## config.mk

```make
export PLATFORM = sky130hd
export DESIGN_NAME = hopsearch_top
export DESIGN_NICKNAME = d
export VERILOG_FILES = /design/src/rtl/hopsearch_pkg.sv /design/src/rtl/sweep_gen.sv /design/src/rtl/hop_decrypt.sv /design/src/rtl/tag_pipe.sv /design/src/rtl/hop_match.sv /design/src/rtl/hopsearch_top.sv
export SDC_FILE = /design/constraint.sdc
export NUM_CORES = 1
export LEC_CHECK = 0
export BUFFER_PORTS_ARGS = -buffer_cell sky130_fd_sc_hd__buf_2
export CAP_MARGIN = 20
export CORE_MARGIN = 2
export CORE_UTILIZATION = 60
export CTS_CLUSTER_SIZE = 8
export DETAILED_ROUTE_END_ITERATION = 10
export MAX_ROUTING_LAYER = met4
export PLACE_DENSITY = 0.85
export SLEW_MARGIN = 20
export SYNTH_ARGS = -nofsm -noshare
export SYNTH_HDL_FRONTEND = slang
export SYNTH_HIERARCHICAL = 1
export SYNTH_SLANG_ARGS = --single-unit
```

## constraint.sdc

```tcl
create_clock -name clk -period 3.3 [get_ports clk]
set_input_delay 0.66 -clock clk [delete_from_list [all_inputs] [get_ports clk]]
set_output_delay 0.66 -clock clk [all_outputs]
set_load 0.005 [all_outputs]
```

## src/rtl/hopsearch_pkg.sv

```systemverilog
// Shared layout of a decrypted code word and the fixed key geometry.
// Assumes 32-bit codes and a 64-bit key split into two equal halves.
package hopsearch_pkg;
    localparam int WORD_W = 32;
    localparam int HALF_W = 32;
    localparam int KEY_W  = 2 * HALF_W;
    localparam int CNT_W  = 16;
    localparam int DISC_W = 12;
    localparam int FUNC_W = 4;

    typedef struct packed {
        logic [FUNC_W-1:0] func;
        logic [DISC_W-1:0] disc;
        logic [CNT_W-1:0]  cnt;
    } hop_word_t;
endpackage

```

## src/rtl/sweep_gen.sv

```systemverilog
// Lower-key generator: counts from zero through every LO_W-bit value,
// one per cycle, after a start pulse, then stops.
// Assumes start may arrive at any time and restarts the count.
module sweep_gen #(
    parameter int LO_W = 32
) (
    input  logic            clk,
    input  logic            rst_n,
    input  logic            start_i,
    output logic            issue_valid_o,
    output logic            issue_last_o,
    output logic [LO_W-1:0] issue_lo_o
);
    localparam logic [LO_W-1:0] LO_MAX = '1;

    logic [LO_W-1:0] cnt_q;
    logic            run_q;

    // Counter advance and run state.
    always_ff @(posedge clk) begin
        if (!rst_n) begin
            run_q <= 1'b0;
            cnt_q <= '0;
        end else if (start_i) begin
            run_q <= 1'b1;
            cnt_q <= '0;
        end else if (run_q) begin
            cnt_q <= cnt_q + 1'b1;
            if (cnt_q == LO_MAX) run_q <= 1'b0;
        end
    end

    assign issue_valid_o = run_q;
    assign issue_last_o  = run_q && (cnt_q == LO_MAX);
    assign issue_lo_o    = cnt_q;

    p_start_from_zero_r2: assert property (@(posedge clk) disable iff (!rst_n)
        start_i |=> (run_q && cnt_q == '0));
    p_one_key_per_cycle_r2: assert property (@(posedge clk) disable iff (!rst_n)
        (run_q && !start_i && cnt_q != LO_MAX) |=> (run_q && cnt_q == $past(cnt_q) + 1'b1));
    p_stop_after_last_r8: assert property (@(posedge clk) disable iff (!rst_n)
        (run_q && !start_i && cnt_q == LO_MAX) |=> !run_q);
endmodule

```

## src/rtl/hop_decrypt.sv

```systemverilog
// Stand-in decryptor with the real interface: LAT register stages,
// result (code ^ key_lo) + key_hi. A full cipher core of equal latency
// may replace it. Assumes LAT >= 1.
module hop_decrypt
    import hopsearch_pkg::*;
#(
    parameter int LAT = 4
) (
    input  logic              clk,
    input  logic              rst_n,
    input  logic [WORD_W-1:0] code_i,
    input  logic [HALF_W-1:0] key_hi_i,
    input  logic [HALF_W-1:0] key_lo_i,
    output logic [WORD_W-1:0] word_o
);
    logic [WORD_W-1:0] st_q [LAT];

    // First stage: key mixing.
    always_ff @(posedge clk) begin
        if (!rst_n) st_q[0] <= '0;
        else        st_q[0] <= (code_i ^ key_lo_i) + key_hi_i;
    end

    for (genvar i = 1; i < LAT; i++) begin : g_stage
        // Remaining stages: carry the result to the full latency.
        always_ff @(posedge clk) begin
            if (!rst_n) st_q[i] <= '0;
            else        st_q[i] <= st_q[i-1];
        end
    end

    assign word_o = st_q[LAT-1];
endmodule

```

## src/rtl/tag_pipe.sv

```systemverilog
// Side pipeline carrying valid, last marker and lower key alongside the
// decryptors, LAT stages deep. Flush drops everything in flight.
module tag_pipe #(
    parameter int LO_W = 32,
    parameter int LAT  = 4
) (
    input  logic            clk,
    input  logic            rst_n,
    input  logic            flush_i,
    input  logic            in_valid_i,
    input  logic            in_last_i,
    input  logic [LO_W-1:0] in_lo_i,
    output logic            out_valid_o,
    output logic            out_last_o,
    output logic [LO_W-1:0] out_lo_o
);
    logic            v_q [LAT];
    logic            l_q [LAT];
    logic [LO_W-1:0] k_q [LAT];

    // Entry stage: capture the issued key unless flushed.
    always_ff @(posedge clk) begin
        if (!rst_n || flush_i) begin
            v_q[0] <= 1'b0;
            l_q[0] <= 1'b0;
        end else begin
            v_q[0] <= in_valid_i;
            l_q[0] <= in_last_i;
        end
        k_q[0] <= in_lo_i;
    end

    for (genvar i = 1; i < LAT; i++) begin : g_stage
        // Later stages: shift tags forward, cleared on flush.
        always_ff @(posedge clk) begin
            if (!rst_n || flush_i) begin
                v_q[i] <= 1'b0;
                l_q[i] <= 1'b0;
            end else begin
                v_q[i] <= v_q[i-1];
                l_q[i] <= l_q[i-1];
            end
            k_q[i] <= k_q[i-1];
        end
    end

    assign out_valid_o = v_q[LAT-1];
    assign out_last_o  = l_q[LAT-1];
    assign out_lo_o    = k_q[LAT-1];

    p_gap_after_last_r8: assert property (@(posedge clk) disable iff (!rst_n)
        (out_valid_o && out_last_o) |=> !out_valid_o);
endmodule

```

## src/rtl/hop_match.sv

```systemverilog
// Acceptance test on a pair of decrypted words: equal discriminator and
// function fields, counter step (b - a) mod 2^16 in 1..MAX_STEP-1.
module hop_match
    import hopsearch_pkg::*;
#(
    parameter int MAX_STEP = 7
) (
    input  logic [WORD_W-1:0] word_a_i,
    input  logic [WORD_W-1:0] word_b_i,
    output logic              hit_o
);
    hop_word_t        wa, wb;
    logic [CNT_W-1:0] step;

    // Field split and comparison.
    always_comb begin
        wa    = hop_word_t'(word_a_i);
        wb    = hop_word_t'(word_b_i);
        step  = wb.cnt - wa.cnt;
        hit_o = (wa.disc == wb.disc) && (wa.func == wb.func)
             && (step != '0) && (step < CNT_W'(MAX_STEP));
    end
endmodule

```

## src/rtl/hopsearch_top.sv

```systemverilog
// Exhaustive key search controller. Sweeps the lower key half, decrypts
// both captured codes per key, holds the first accepted key until the
// host acknowledges, and flags a drained sweep with no match.
// Assumes LO_W <= 32 and LAT >= 1.
module hopsearch_top
    import hopsearch_pkg::*;
#(
    parameter int LO_W     = 32,
    parameter int LAT      = 4,
    parameter int MAX_STEP = 7
) (
    input  logic              clk,
    input  logic              rst_n,
    input  logic              start_i,
    input  logic [HALF_W-1:0] upper_i,
    input  logic [WORD_W-1:0] code_a_i,
    input  logic [WORD_W-1:0] code_b_i,
    input  logic              ack_i,
    output logic              cand_valid_o,
    output logic [KEY_W-1:0]  cand_key_o,
    output logic              exhausted_o
);
    localparam int NCODE = 2;

    logic [HALF_W-1:0]             hi_q;
    logic [NCODE-1:0][WORD_W-1:0]  code_q;
    logic [NCODE-1:0][WORD_W-1:0]  word;
    logic                          iss_valid, iss_last;
    logic [LO_W-1:0]               iss_lo;
    logic                          out_valid, out_last;
    logic [LO_W-1:0]               out_lo;
    logic                          match_hit, hit_now;
    logic                          cand_valid_q, hit_seen_q, exh_q;
    logic [KEY_W-1:0]              cand_key_q;

    // Host load of upper key half and captured codes.
    always_ff @(posedge clk) begin
        if (!rst_n) begin
            hi_q   <= '0;
            code_q <= '0;
        end else if (start_i) begin
            hi_q      <= upper_i;
            code_q[0] <= code_a_i;
            code_q[1] <= code_b_i;
        end
    end

    sweep_gen #(.LO_W(LO_W)) i_gen (
        .clk(clk), .rst_n(rst_n), .start_i(start_i),
        .issue_valid_o(iss_valid), .issue_last_o(iss_last), .issue_lo_o(iss_lo)
    );

    for (genvar c = 0; c < NCODE; c++) begin : g_dec
        hop_decrypt #(.LAT(LAT)) i_dec (
            .clk(clk), .rst_n(rst_n), .code_i(code_q[c]),
            .key_hi_i(hi_q), .key_lo_i(HALF_W'(iss_lo)), .word_o(word[c])
        );
    end

    tag_pipe #(.LO_W(LO_W), .LAT(LAT)) i_tags (
        .clk(clk), .rst_n(rst_n), .flush_i(start_i),
        .in_valid_i(iss_valid), .in_last_i(iss_last), .in_lo_i(iss_lo),
        .out_valid_o(out_valid), .out_last_o(out_last), .out_lo_o(out_lo)
    );

    hop_match #(.MAX_STEP(MAX_STEP)) i_match (
        .word_a_i(word[0]), .word_b_i(word[1]), .hit_o(match_hit)
    );

    assign hit_now = out_valid && match_hit;

    // Result holding register with acknowledge.
    always_ff @(posedge clk) begin
        if (!rst_n || start_i) begin
            cand_valid_q <= 1'b0;
            cand_key_q   <= '0;
        end else if (hit_now && (!cand_valid_q || ack_i)) begin
            cand_valid_q <= 1'b1;
            cand_key_q   <= {hi_q, HALF_W'(out_lo)};
        end else if (ack_i) begin
            cand_valid_q <= 1'b0;
        end
    end

    // Sweep outcome: any match seen, or drained with none.
    always_ff @(posedge clk) begin
        if (!rst_n || start_i) begin
            hit_seen_q <= 1'b0;
            exh_q      <= 1'b0;
        end else begin
            if (hit_now) hit_seen_q <= 1'b1;
            if (out_valid && out_last && !hit_seen_q && !hit_now) exh_q <= 1'b1;
        end
    end

    assign cand_valid_o = cand_valid_q;
    assign cand_key_o   = cand_key_q;
    assign exhausted_o  = exh_q;

    p_hold_until_ack_r6: assert property (@(posedge clk) disable iff (!rst_n)
        (cand_valid_q && !ack_i && !start_i) |=> (cand_valid_q && $stable(cand_key_q)));
    p_start_clears_r10: assert property (@(posedge clk) disable iff (!rst_n)
        start_i |=> (!cand_valid_q && !exh_q));
    p_no_exhaust_with_hit_r9: assert property (@(posedge clk) disable iff (!rst_n)
        exh_q |-> !cand_valid_q);
    p_idle_when_exhausted_r8: assert property (@(posedge clk) disable iff (!rst_n)
        exh_q |-> !iss_valid);
    p_key_upper_matches_r5: assert property (@(posedge clk) disable iff (!rst_n)
        $rose(cand_valid_q) |-> (cand_key_q[KEY_W-1:HALF_W] == hi_q));
endmodule

```

==> results of run 1 <==
## registers in the layout, summed over array words and instances, names as in the netlist
name	flops
hit_seen_q	1
i_gen/issue_valid_o	1
g_dec.i_dec/st_q	256
code_q	64
i_tags/k_q	128
i_tags/v_q	4
exhausted_o	1
cand_key_o	64
hi_q	32
cand_valid_o	1
i_gen/issue_lo_o	32
i_tags/l_q	4
## per-layer routing
layer  global-route usage (%)  vias up  share of wire, %
met5                        -        -                 0
met4                     11.7        0               3.2
met3                     4.15      124               6.1
met2                     45.8      690                48
met1                     37.2     7919                43
li1                         -     7943                 -
## final cells by class
class                   count  area (sq um)
inverters                  47           176
well taps                 511           639
repair buffers            205          1290
multi-input cells        1490         10300
diodes                      1          2.50
flip-flops and latches    588         11800
clock inverters             5          66.3
fillers                  2627         11300
clock buffers              87          2120
## repair_timing
| action | 4_1_cts | 5_1_grt |
|---|---|---|
| resized for setup | 3 | 47 |
| hold endpoints to repair | 0 | 0 |
| gates cloned | 1 | 6 |
| setup endpoints to repair | 11 | 64 |
| pin swaps | 0 | 20 |
| setup buffers | 0 | 0 |
## critical path, cell delays in order, from the launching register on
cell and delay [ns]:
dfxtp_1 0.30, inv_1 0.04, ha_1 0.34, inv_1 0.08, a222oi_1 0.23, nand3_1 0.15, nor4_2 0.33, o2111ai_1 0.15
nor4_1 0.24, o311a_1 0.25, o311a_1 0.19, buf_6 0.14, and2_4 0.28, clkbuf_16 0.22, nand3_1 0.12, a21oi_2 0.16
## final timing paths
check,startpoint,end,slack [ns],cells after the start
min reg2reg,i_tags/k_q[0][9],i_tags/k_q[1][9],0.32,0
max,g_dec[0].i_dec/st_q[1][46],cand_key_o[8],-0.007,15
min,i_tags/k_q[0][9],i_tags/k_q[1][9],0.32,0
max reg2reg,g_dec[0].i_dec/st_q[1][46],cand_key_o[8],-0.007,15
## where the power goes
part	internal, uW	total (uW)	leakage [uW]	switching [uW]
Clock	4490	7300	0.00107	2810
Combinational	473	1080	0.00563	611
Sequential	7350	7480	0.00478	132
Total	12300	15900	0.0115	3560
## placed cells by master (no fill, tap or decap), types with 24 or more instances in the layout
cell       synthesis  routed
buf_2             36     163
dfxtp_1          588     586
buf_4             72      29
xor2_1            92      92
nor2_1            66      66
clkbuf_16          0      88
nand3_1           83      75
nor3_1            24      24
xnor2_1           42      42
o21ai_0           29      29
o21ai_1          101     100
nand2_1           95      94
a21oi_1          166     149
nor2b_1          113     112
mux2i_1          111     111
nand2b_1          25      24
inv_1             43      42
ha_1              84      80
and2_1           237     236
## synthesized netlist by cell type, types with 46 or more instances
library cell,n
nand3_1,83
nand2_1,95
buf_4,72
dfxtp_1,588
nor2b_1,113
mux2i_1,111
clkbuf_1,46
and2_1,237
o21ai_1,101
nor2_1,66
ha_1,84
a21oi_1,166
xor2_1,92
## cell families (layout without fill, tap and decap cells)
logic type,Yosys count,in the layout,synth area share (%)
DFF,588,588,51.2
adders and majority gates,87,87,4.83
muxes,111,111,4.83
buffers and inverters,209,344,5.11
and+or+nand+nor,747,748,18.5
xor gates and xnor gates,134,134,5.10
AOI/OAI and AO/OA,410,410,10.5
other,0,1,0
## stage by stage
| stage | setup TNS (ns) | instances |
|---|---|---|
| after CTS | -0.189 | 2927 |
| after floorplan | 0 | 2286 |
| after detailed placement | -0.000278 | 2834 |
| after global routing | -9.73 | 2934 |
| after global placement | 0 | 2834 |
| final | -0.0148 | 2934 |
==> results.toml, run 1 <==
[clock_network]
ctsHoldBuffers = 0
cts_buffers = 83
clock_path_buffers = 3
clock_latency_ns = 0.60
clock-sinks = 588
cts_root_buf = "clkbuf_16"
cts_tree = "yes"
h-tree-depth = 3
clk_pin_slew_ns = 0.05

[critical_path]
critPathMaxFanout = 6
path_class = "flip-flop to flip-flop"
cp-end-kind = "flip-flop"
critPathLaunchType = "flip-flop"
cp_data_arrival_time_ns = 3.81
cp.required_ns = 3.80

[placement]
gp_congestion = 0.940
post_dp_cell_area_sq_um = 23800
place_ws_ns = -0.000278
dp_hpwl_mm = 36.9
io_buffer_count = 165

[detailed_routing]
vias_per_cell = 5.68
drt_wl_total_mm = 58.0
drc = 0
ant_nets = 0
drtIter0Drc = 1268
firstDrtPassIters = 5
wl_per_cell_um = 19.8
via_count = 16700

[synthesis]
ys.warnings.count = 6
synth_top_area_share_pct = 51.2
seq_area_frac_synth_pct = 51.2
netlist_area_sq_um = 23000
syn-num-nets = 2473
ys_ff_latch = 588
synth_edf_count = 0
synth_top_area_cell = "dfxtp_1"
synthTopCellsByArea = "dfxtp_1 51%, and2_1 6.4%, mux2i_1 4.8%"
syn_avg_cell_area_sq_um = 10.1
synth.distinct_cells = 69
synthesis.instances = 2286
synth_flop_cell = "dfxtp_1"
synthArstFlopShare_pct = 0

[power_and_ir_drop]
p_per_area_nw_per_um2 = 602
vdd_drop_max_v = 0.000487
leakagePower_uw = 0.0115
p_total_uw = 15900

[sta]
slew_violations = 0
fmax_mhz = 302
min_period_ns = 3.31
worst_slack_ns = -0.00747
finalCritPeriodShare_pct = 100
fin_hold_ws_ns = 0.318
max-slew-margin-rel_pct = 36.8
fin_skew_ns = 0.0251
finalHoldViolations = 0
rsz0062_at_grt = "yes"
tightest_slew_ns = 0.948
setup_viol = 2

[global_routing]
grt_max_degree = 111
track_usage_pct = 28.8
grt_pass1_wl_mm = 86.8
grt_antenna_before_repair = 1
grt_pass1_vias = 16300
grt_overflow_total = 0

[floorplan]
start_util_pct = 61.1
coreArea_sq_um = 37700
rows = 71
io_pins = 166
die_w_um = 200
die_h_um = 200
dieArea_sq_um = 39900

[final_layout]
nNetsFinal = 2602
drive_above_1_share_pct = 15.2
fin_util_pct = 70.0
postLayoutCellArea_sq_um = 26400
syn_to_final_growth_pct = 14.6

[outcome]
status = "complete, but fails checks"
violations = "setup timing"

[worst_hold_path]
hp-class = "flip-flop to flip-flop"

[job]
drv_cap = 0
No activity file was read; power rests on OpenSTA's default activity.
==> run 2, diff against run 1 <==
--- a/config.mk
+++ b/config.mk
@@ -13,6 +13,7 @@
 export DETAILED_ROUTE_END_ITERATION = 10
 export MAX_ROUTING_LAYER = met4
 export PLACE_DENSITY = 0.85
+export RECOVER_POWER = 50
 export SLEW_MARGIN = 20
 export SYNTH_ARGS = -nofsm -noshare
 export SYNTH_HDL_FRONTEND = slang
==> run 2 against run 1 <==
The flow finishes with violations (capacitance limit, slew limit, setup timing). Combinational power hardly changed. Clock-buffer cell count stayed put. Wire length hardly changed. Critical path type unchanged. Highest routed layer unchanged.
==> results.toml, run 2 (same netlist as run 1, synthesis figures left out) <==
[floorplan]
io_pins = 166
start_util_pct = 61.1
dieArea_sq_um = 39900
coreArea_sq_um = 37700
die_h_um = 200
rows = 71
die_w_um = 200

[detailed_routing]
ant_nets = 0
drtIter0Drc = 1490
wl_per_cell_um = 19.8
firstDrtPassIters = 5
vias_per_cell = 5.69
drt_wl_total_mm = 58.0
via_count = 16700
drc = 0

[critical_path]
regToRegSetupSlack_ns = -0.004
cpPeakStageDelay_ns = 0.34
critPathMaxFanout = 12
worstReg2RegEnd = "cand_key_o[13]"
path_cells = "inv_1 -> ha_1 -> inv_1 -> a222oi_1 -> nand3_1 -> nor4_2 -> o2111ai_1 -> nor4_1 -> o311a_1 -> o311a_1 -> buf_6 -> and2_4 -> buf_16 -> nand3_1 -> a21oi_1"
critPathLaunchType = "flip-flop"
reg2reg_depth = 15
crit_buf_inv = 4
critical-path-top-delay-family = "simple AND/OR/NAND/NOR gates"
cp-end-kind = "flip-flop"
crit_start = "g_dec[0].i_dec/st_q[1][46]"
cp_data_arrival_time_ns = 3.79
path_class = "flip-flop to flip-flop"
cp.required_ns = 3.79
worstReg2RegStart = "g_dec[0].i_dec/st_q[1][46]"
cp_slowest_cell = "ha_1"

[job]
drv_cap = 2

[sta]
fmax_mhz = 303
finalHoldViolations = 0
max-slew-margin-rel_pct = -31.8
finalCritPeriodShare_pct = 100
fin_skew_ns = 0.0251
tightest_slew_ns = 1.98
worst_slack_ns = -0.00447
tns_ns = -0.00447
slew_violations = 118
rsz0062_at_grt = "yes"
min_period_ns = 3.30
setup_viol = 1

[power_and_ir_drop]
pwr-share-clk_pct = 46.1
p_int_uw = 12300
power_frac_comb_pct = 6.8
switching_share_pct = 22.5
leakagePower_uw = 0.0114
vdd_drop_max_v = 0.000487
p_per_area_nw_per_um2 = 603
p_sw_uw = 3570
power_frac_seq_pct = 47.1

[placement]
dp_hpwl_mm = 36.9
dp.cells = 2834
io_buffer_count = 165
gp_congestion = 0.940

[global_routing]
busiest_layer = "met2"
grt_use_met2_pct = 45.8
track_usage_pct = 28.8
grt_antenna_before_repair = 1
gr-usage-met3_pct = 4.15
grt_pass1_vias = 16300
grt_max_degree = 111
met1_usage_pct = 37.2
grt_overflow_total = 0
grt_pass1_wl_mm = 86.8

[clock_network]
ctsHoldBuffers = 0
post_cts_buffers = 0
cts_tree = "yes"
cts_buffers = 83
clock_path_buffers = 3
h-tree-depth = 3
cts_root_buf = "clkbuf_16"
clock-sinks = 588
clk_pin_slew_ns = 0.05
clock_latency_ns = 0.60

[final_layout]
nNetsFinal = 2602
layout.cells.non_filler = 2934
drive_above_1_share_pct = 14.9
top_register = "g_dec.i_dec/st_q"
nFillCells = 2640
top_regs = "g_dec.i_dec/st_q: 256 flops, i_tags/k_q: 128 flops"
layout_common_cells = "586 x dfxtp_1, 197 x and2_1, 163 x buf_2"
syn_to_final_growth_pct = 14.5
final_common_cell = "dfxtp_1"
largest_reg_flops = 256
fin_util_pct = 69.9

[worst_hold_path]
hold_path.startpoint = "i_tags/k_q[0][9]"
hold_path_end = "i_tags/k_q[1][9]"
hp-class = "flip-flop to flip-flop"
worstHoldPathCells = 0

[outcome]
status = "complete, but fails checks"
violations = "capacitance limit, slew limit, setup timing"
==> run 2: cell types whose count changed in the layout (fill, tap and decap cells not counted) <==
| cell | delta |
|---|---|
| and2_1 | -39 |
| buf_6 | -1 |
| clkbuf_1 | +7 |
| clkbuf_2 | +1 |
| and2_0 | +39 |
| buf_4 | -7 |
==> run 2: timing repair <==
item | in CTS | in global routing
resized for setup | 3 | 47
pin swaps | 0 | 20
setup endpoints to repair | 11 | 64
gates cloned | 1 | 6
==> run 2: area by class of cell <==
cell class / count / area [sq um] / area share, %
Antenna cell: 1 / 2.50 / 0.00950
Inverter: 47 / 176 / 0.670
Multi-Input combinational cell: 1490 / 10300 / 39.1
Clock inverter: 5 / 66.3 / 0.252
Timing Repair Buffer: 205 / 1250 / 4.76
Sequential cell: 588 / 11800 / 44.7
Clock buffer: 87 / 2120 / 8.06
Tap cell: 511 / 639 / 2.43
==> run 2: metal layers <==
metal | part of all wire [%] | up-vias | routed length, um
met1 | 43 | 7911 | 24700
met4 | 3.1 | 0 | 1800
met3 | 6.5 | 126 | 3750
met2 | 48 | 710 | 27700
li1 | - | 7933 | -
met5 | 0 | - | 0
==> run 2: power by group through the flow <==
stage	Sequential (uW)	Clock [uW]	Combinational (uW)
after floorplan	7550	0	791
after global placement	7600	0	1020
after detailed placement	7600	0	1040
after CTS	7480	7380	1060
after global routing	7490	7720	1190
final	7480	7310	1080
==> run 2: worst max path at each step <==
| stage | cells after the start | to | slack (ns) |
|---|---|---|---|
| final | 15 | cand_key_o[13] | -0.004 |
| after detailed placement | 15 | cand_key_o[29] | -0.0003 |
| after global placement | 15 | cand_key_o[31] | 0.11 |
| after global routing | 15 | cand_key_o[13] | -0.24 |
| after CTS | 15 | cand_key_o[35] | -0.05 |
| after floorplan | 15 | cand_key_o[44] | 0.30 |
==> run 2: stage by stage <==
stage / cell area [sq um] / worst slack [ns] / power, uW / hold slack [ns]
after floorplan: 23000 / 0.305 / 8340 / 0.310
after global placement: 23800 / 0.110 / 8620 / 0.310
after detailed placement: 23800 / -0.000278 / 8650 / 0.312
after CTS: 26000 / -0.0469 / 15900 / 0.308
after global routing: 26300 / -0.239 / 16400 / 0.326
final: 26300 / -0.00447 / 15900 / 0.318
